`src/rtl/ddr_chk_pkg.sv`:
```
package ddr_chk_pkg;

   typedef enum logic [3:0] {
      C_DESEL, C_NOP, C_ACT, C_RD, C_WR, C_PRE, C_BT, C_REF, C_MRS
   } cmd_e;

   typedef enum logic [2:0] {
      B_IDLE, B_ACTIVATING, B_ROW_OPEN, B_READ, B_WRITE,
      B_RD_AP, B_WR_AP, B_PRECHARGING
   } bank_st_e;

   typedef enum logic [2:0] {
      OP_ACT, OP_RD, OP_WR, OP_RDA, OP_WRA, OP_PRE, OP_BT
   } bank_op_e;

   typedef enum logic [2:0] {
      E_NONE     = 3'd0,
      E_LOCKED   = 3'd1,
      E_BUSY     = 3'd2,
      E_STATE    = 3'd3,
      E_NOT_IDLE = 3'd4,
      E_NO_BURST = 3'd5
   } err_e;

   function automatic logic is_busy(bank_st_e s);
      return (s == B_ACTIVATING) || (s == B_RD_AP) ||
             (s == B_WR_AP) || (s == B_PRECHARGING);
   endfunction

endpackage

```
`src/rtl/ddr_bank_fsm.sv`:
```
module ddr_bank_fsm
   import ddr_chk_pkg::*;
#(
   parameter int T_RCD        = 2,
   parameter int T_RP         = 3,
   parameter int BURST_CYCLES = 4,
   parameter int CNT_W        = 4
) (
   input  logic     clk,
   input  logic     rst,
   input  logic     go_i,
   input  bank_op_e op_i,
   output bank_st_e state_o
);

   localparam logic [CNT_W-1:0] RCD_LD   = CNT_W'(T_RCD - 1);
   localparam logic [CNT_W-1:0] RP_LD    = CNT_W'(T_RP - 1);
   localparam logic [CNT_W-1:0] BURST_LD = CNT_W'(BURST_CYCLES - 1);

   bank_st_e         state_q;
   logic [CNT_W-1:0] cnt_q;

   always_ff @(posedge clk) begin
      if (rst) begin
         state_q <= B_IDLE;
         cnt_q   <= '0;
      end else if (go_i) begin
         case (op_i)
            OP_ACT: begin state_q <= B_ACTIVATING;  cnt_q <= RCD_LD;   end
            OP_RD:  begin state_q <= B_READ;        cnt_q <= BURST_LD; end
            OP_WR:  begin state_q <= B_WRITE;       cnt_q <= BURST_LD; end
            OP_RDA: begin state_q <= B_RD_AP;       cnt_q <= BURST_LD; end
            OP_WRA: begin state_q <= B_WR_AP;       cnt_q <= BURST_LD; end
            OP_PRE: begin state_q <= B_PRECHARGING; cnt_q <= RP_LD;    end
            default: begin state_q <= B_ROW_OPEN;   cnt_q <= '0;       end
         endcase
      end else begin
         case (state_q)
            B_ACTIVATING, B_READ, B_WRITE: begin
               if (cnt_q == '0) state_q <= B_ROW_OPEN;
               else             cnt_q   <= cnt_q - 1'b1;
            end
            B_RD_AP, B_WR_AP: begin
               if (cnt_q == '0) begin
                  state_q <= B_PRECHARGING;
                  cnt_q   <= RP_LD;
               end else begin
                  cnt_q <= cnt_q - 1'b1;
               end
            end
            B_PRECHARGING: begin
               if (cnt_q == '0) state_q <= B_IDLE;
               else             cnt_q   <= cnt_q - 1'b1;
            end
            default: cnt_q <= '0;
         endcase
      end
   end

   assign state_o = state_q;


   busy_no_go_chk: assert property (@(posedge clk) disable iff (rst)
      go_i |-> !is_busy(state_q));


   activating_exit_chk: assert property (@(posedge clk) disable iff (rst)
      (state_q == B_ACTIVATING) |=>
         (state_q == B_ACTIVATING) || (state_q == B_ROW_OPEN));


   precharge_exit_chk: assert property (@(posedge clk) disable iff (rst)
      (state_q == B_PRECHARGING) |=>
         (state_q == B_PRECHARGING) || (state_q == B_IDLE));


   burst_exit_chk: assert property (@(posedge clk) disable iff (rst)
      (state_q == B_READ && !go_i) |=>
         (state_q == B_READ) || (state_q == B_ROW_OPEN));

endmodule

```
`config.mk`:
```
export PLATFORM = sky130hd
export DESIGN_NAME = ddr_bank_fsm
export DESIGN_NICKNAME = d
export VERILOG_FILES = /design/src/rtl/ddr_chk_pkg.sv /design/src/rtl/ddr_bank_fsm.sv
export SDC_FILE = /design/constraint.sdc
export NUM_CORES = 1
export LEC_CHECK = 0
export BUFFER_PORTS_ARGS = -buffer_cell sky130_fd_sc_hd__buf_4
export CORE_AREA = 3 3 40 42
export DETAILED_ROUTE_END_ITERATION = 16
export DIE_AREA = 0 0 43 45
export PLACE_DENSITY_LB_ADDON = 0.2
export SLEW_MARGIN = 15
export SYNTH_ARGS = -nofsm -noshare
export SYNTH_HDL_FRONTEND = slang
export SYNTH_SLANG_ARGS = --single-unit
```
`constraint.sdc`:
```
create_clock -name clk -period 2.2 [get_ports clk]
set_input_delay 0.22 -clock clk [delete_from_list [all_inputs] [get_ports clk]]
set_output_delay 0.22 -clock clk [all_outputs]
set_load 0.03 [all_outputs]
```
# [Yosys cells after proc, flatten, opt, wreduce, memory -nomap -nowiden]
# Index checks and enable logic that the tools add are counted.
[totals] output_inout_bits=3 wordCells=37 ff_bits=7
[classes] eq_ne=15 reduce_logical=8 n_mux=11 n_addsub=1
[ops] operator="$eq A3 B3 Y1 const B" n=6
[ops] operator="$pmux W3 S6" n=1
[ops] operator="$mux W3" n=4
[ops] operator="$mux W4" n=3
[ops] operator="$ne A3 B3 Y1 const B" n=4
[ops] operator="$eq A3 B2 Y1 const B" n=3
[ops] operator="$pmux W3 S3" n=1
[ops] operator="$pmux W4 S2" n=1
[ops] operator="$reduce_or A4 Y1" n=2
[ops] operator="$eq A3 B1 Y1 const B" n=2
[ops] operator="$pmux W2 S3" n=1
[ops] operator="$logic_not A4 Y1" n=1
[ops] operator="$reduce_and A4 Y1" n=1
[ops] operator="$reduce_bool A4 Y1" n=1
[ops] operator="$sub A4 B1 Y4 const B" n=1
[ops] operator="$logic_not A3 Y1" n=1
[ops] operator="$reduce_or A3 Y1" n=1
[ops] operator="$reduce_or A2 Y1" n=1

# [Logic depth before layout (Yosys ltp)]
[depth] depth_word=4 ltp_mapped=6 ltp_nobuf=5

# [Worst setup path after synthesis]
# No wires, ideal clock.
[synth_timing] path_kind="reg-to-reg" start="register cnt_q[0]" end="register cnt_q[0]" period_less_slack_ns=1.541 setup_ns=0.086 stages_incl_launch_ff=7 required_time_ns=2.114 arrival_ns=1.454 path_buffers=1 setup_slack_ns=0.659 path_cell_list="dfxtp_1 > inv_1 > ha_1 > or3b_1 > buf_2 > a211o_1 > a221oi_2"
[synth_via] elab_chain_len=4 elab_cells_between_ends=7 classes_between="add/sub (1); eq/ne (1); mux (4); reduce/logical (1)"
[synth_rtl] element="start: declaration" line_no="ddr_bank_fsm.sv:21" source="logic [CNT_W-1:0] cnt_q;"
[synth_rtl] element="start signal: assignment" line_no="ddr_bank_fsm.sv:41" source="else cnt_q <= cnt_q - 1'b1;"
[synth_rtl] element="start signal: assignment" line_no="ddr_bank_fsm.sv:48" source="cnt_q <= cnt_q - 1'b1;"
[synth_rtl] element="start signal: assignment" line_no="ddr_bank_fsm.sv:53" source="else cnt_q <= cnt_q - 1'b1;"
[synth_rtl] element="$sub A4 B1 Y4 / $logic_not A4 Y1 (equally long branches)"
[synth_rtl] element="$mux W4 (on tied branches)" line_no="ddr_bank_fsm.sv:40, ddr_bank_fsm.sv:52, ddr_bank_fsm.sv:44"
[synth_rtl] element="$pmux W4 S2" line_no="ddr_bank_fsm.sv:38" source="case (state_q)"
[synth_rtl] element="$mux W4" line_no="ddr_bank_fsm.sv:27" source="end else if (go_i) begin"
# Several ways; a longest one is shown, not always the timed one. The select of a mux whose other input is x is not followed.
# A chain may end at the register's enable or synchronous reset.

# [Worst setup path in the final report]
[layout_timing] start="register cnt_q[0]" end="register cnt_q[1]"
# Same word-level chain as after synthesis.

==> metrics.txt <==
# TYPE chip_impl_metric gauge
chip_impl_info{name="status",value="finished clean"} 1
chip_impl_metric{name="post-route-period-util",unit="%"} 76.7
chip_impl_metric{name="initial_antenna_violation_count",unit=""} 0
chip_impl_metric{name="critical_path_peak_fanout",unit=""} 6
chip_impl_metric{name="async_flop_share",unit="%"} 0
chip_impl_metric{name="hold_buffers",unit=""} 0
chip_impl_metric{name="netlist_cell_types",unit=""} 31
chip_impl_metric{name="floorplan.initialDensity",unit="%"} 35.2
chip_impl_metric{name="maxClockFrequency",unit="MHz"} 593
chip_impl_metric{name="num_vias",unit=""} 419
chip_impl_metric{name="post-cts-setup-buffers",unit=""} 0
chip_impl_metric{name="timing.slew.headroom",unit="%"} 64.2
chip_impl_info{name="rsz_0062_raised_after_global_routing",value="false"} 1
chip_impl_metric{name="syn-mean-instance-area",unit="um^2"} 8.71
chip_impl_info{name="worstPathCellList",value="inv_1, ha_1, or3b_1, a2111oi_0, a211oi_1"} 1
chip_impl_metric{name="fin_worst_skew",unit="ns"} 0.000608
chip_impl_metric{name="clock_sinks",unit=""} 7
chip_impl_metric{name="post_synth_inst_count",unit=""} 52
chip_impl_metric{name="critical_path_required",unit="ns"} 2.32
chip_impl_metric{name="portBuffers",unit=""} 8
chip_impl_metric{name="max-clock-path-buffers",unit=""} 2
chip_impl_info{name="hp-start",value="rst"} 1
chip_impl_info{name="crit_path_slowest_cell",value="or3b_1"} 1
chip_impl_metric{name="p_leak",unit="uW"} 0.000235
chip_impl_metric{name="first_iteration_detailed_routing_drc_count",unit=""} 8
chip_impl_metric{name="peakVddDrop",unit="V"} 0.000204
chip_impl_metric{name="yosysSeqAreaShare",unit="%"} 30.9
chip_impl_metric{name="worstMarginPinSlew",unit="ns"} 0.536
chip_impl_metric{name="place_congestion",unit=""} 0.725
chip_impl_metric{name="drc",unit=""} 0
chip_impl_metric{name="rows",unit=""} 13
chip_impl_metric{name="finish.utilization",unit="%"} 42.7
chip_impl_metric{name="cap_viol_max_count",unit=""} 0
chip_impl_metric{name="final-setup-viol-count",unit=""} 0
chip_impl_metric{name="routed_wl",unit="um"} 1020
chip_impl_metric{name="timing_max_transition_violations_final",unit=""} 0
chip_impl_metric{name="syn_to_final_growth",unit="%"} 21.3
chip_impl_metric{name="syn_nets",unit=""} 60
chip_impl_metric{name="cts-buffers-inserted",unit=""} 3
chip_impl_metric{name="grt_pass1_vias",unit=""} 399
chip_impl_metric{name="die_height",unit="um"} 45
chip_impl_metric{name="wire_length_of_the_first_global_routing_pass",unit="um"} 1740
chip_impl_info{name="hold_path.class",value="input port to register"} 1
chip_impl_metric{name="clk-insertion-delay-late",unit="ns"} 0.25
chip_impl_info{name="clk_root_buffer_cell",value="clkbuf_4"} 1
chip_impl_info{name="timing.rr.start",value="cnt_q[0]"} 1
chip_impl_metric{name="post_cts_resize_count",unit=""} 0
chip_impl_metric{name="wire_per_inst",unit="um"} 13.2
chip_impl_info{name="layout.cells.most_common",value="buf_4"} 1
chip_impl_metric{name="crit_path_max_incr_delay",unit="ns"} 0.45
chip_impl_info{name="cts_tree",value="done"} 1
chip_impl_metric{name="core_area",unit="um^2"} 1280
chip_impl_metric{name="cp_data_arrival_time",unit="ns"} 1.81
chip_impl_metric{name="design.portCount",unit=""} 9
chip_impl_metric{name="insertedDiodeCount",unit=""} 0
chip_impl_metric{name="hpwlAfterDp",unit="um"} 727
chip_impl_metric{name="synth-seq-cells",unit=""} 7
chip_impl_metric{name="drt-pass1-iter-count",unit=""} 3
chip_impl_info{name="worstSetupPathType",value="register to register"} 1
chip_impl_metric{name="p_per_cell_area",unit="nW/um^2"} 672
chip_impl_metric{name="grt.overflow.total",unit=""} 0
chip_impl_info{name="ys_dominant_reg_cell",value="dfxtp_1"} 1
chip_impl_metric{name="globalRouteTotalUtil",unit="%"} 12.3
chip_impl_metric{name="post_route_cells_drive_above_1_share",unit="%"} 21.0
chip_impl_metric{name="synthesis.yosys.warnings",unit=""} 0
chip_impl_info{name="startpoint_type_of_the_worst_setup_path",value="register"} 1
chip_impl_metric{name="htree_num_levels",unit=""} 1
chip_impl_metric{name="clkSlewWorstSetupHoldPaths",unit="ns"} 0.05
chip_impl_info{name="endpoint_kind",value="register"} 1
chip_impl_metric{name="layout_min_cycle_time",unit="ns"} 1.69
chip_impl_metric{name="route.antenna.remaining_nets",unit=""} 0
chip_impl_metric{name="tns",unit="ns"} 0
chip_impl_info{name="final_cell_mix",value="buf_4 (8), dfxtp_1 (7), inv_1 (4)"} 1
chip_impl_metric{name="grt_start_max_net_pins",unit=""} 11
chip_impl_metric{name="via_per_inst",unit=""} 5.44
chip_impl_metric{name="design.final.nets",unit=""} 71
chip_impl_metric{name="timing.final.hold_violations",unit=""} 0
chip_impl_metric{name="die-area",unit="um^2"} 1940
chip_impl_metric{name="synth_edf_count",unit=""} 0
chip_impl_metric{name="total_standard_cell_area_after_synthesis",unit="um^2"} 453
chip_impl_metric{name="die_x",unit="um"} 43
chip_impl_info{name="setup.worst_path.start",value="cnt_q[0]"} 1
state kept, by name, indices dropped and copies added (netlist names):
| register | flops |
|---|---|
| cnt_q | 4 |
| state_o | 3 |
report_power, final:
part	total, uW	internal [uW]	switching (uW)
Combinational	101	44.6	56.0
Clock	120	69.4	50.9
Sequential	148	136	11.9
Total	369	250	119
layer usage:
metal / track usage [%] / part of all wire (%)
met1: 14.5 / 48
met2: 20.1 / 47
met3: 2.39 / 2.8
met4: 9.04 / 2.0
met5: 0 / 0
final timing paths:
path                                  to  slack [ns]  depth (start not counted)
worst max-delay path            cnt_q[1]        0.51                          5
worst min-delay path            cnt_q[0]        0.18                          2
worst max register to register  cnt_q[1]        0.51                          5
worst min register to register  cnt_q[3]        0.57                          2
Yosys cell counts (2+ instances only):
| library cell | count | area [um^2] |
|---|---|---|
| nor2b_1 | 2 | 12.5 |
| xnor2_1 | 2 | 17.5 |
| nor4_1 | 3 | 18.8 |
| nand2_1 | 2 | 7.51 |
| ha_1 | 2 | 25.0 |
| inv_1 | 4 | 15.0 |
| nor3_1 | 2 | 10.0 |
| nand2b_1 | 3 | 18.8 |
| nor2_1 | 2 | 7.51 |
| a211o_1 | 2 | 17.5 |
| xor2_1 | 2 | 17.5 |
| dfxtp_1 | 7 | 140 |
area by class of cell:
class / count / area, um^2
Inverter: 4 / 15.0
Timing Repair Buffer: 8 / 60.1
Multi-Input combinational cell: 39 / 289
Fill cell: 132 / 736
Clock buffer: 4 / 26.3
Sequential cell: 7 / 140
Tap cell: 15 / 18.8
cells by family (layout without fill, tap and decap cells):
family	Yosys count	after routing	share of synthesized area, %
flops	7	7	30.9
simple gates	18	18	22.9
compound gates	15	15	27.6
buf+inv	6	16	5.25
xor+xnor	4	4	7.74
fa+ha+maj	2	2	5.52
worst max-delay path, delay by kind of cell, from the launching register on:
kind / cells / cell delay, ns
fa+ha+maj: 1 / 0.17
flops: 1 / 0.30
buf+inv: 1 / 0.12
compound gates: 2 / 0.51
simple gates: 1 / 0.45
through the flow:
| step | setup slack (ns) | instances | cell area (um^2) | total power (uW) | hold slack (ns) |
|---|---|---|---|---|---|
| after floorplan | 0.659 | 52 | 453 | 220 | 0.286 |
| after CTS | 0.508 | 77 | 549 | 376 | 0.179 |
| after detailed placement | 0.519 | 73 | 523 | 251 | 0.454 |
| after global placement | 0.543 | 73 | 523 | 250 | 0.458 |
| final | 0.514 | 77 | 549 | 369 | 0.184 |
| after global routing | 0.382 | 77 | 549 | 395 | 0.182 |
(Power assumes the default switching activity.)
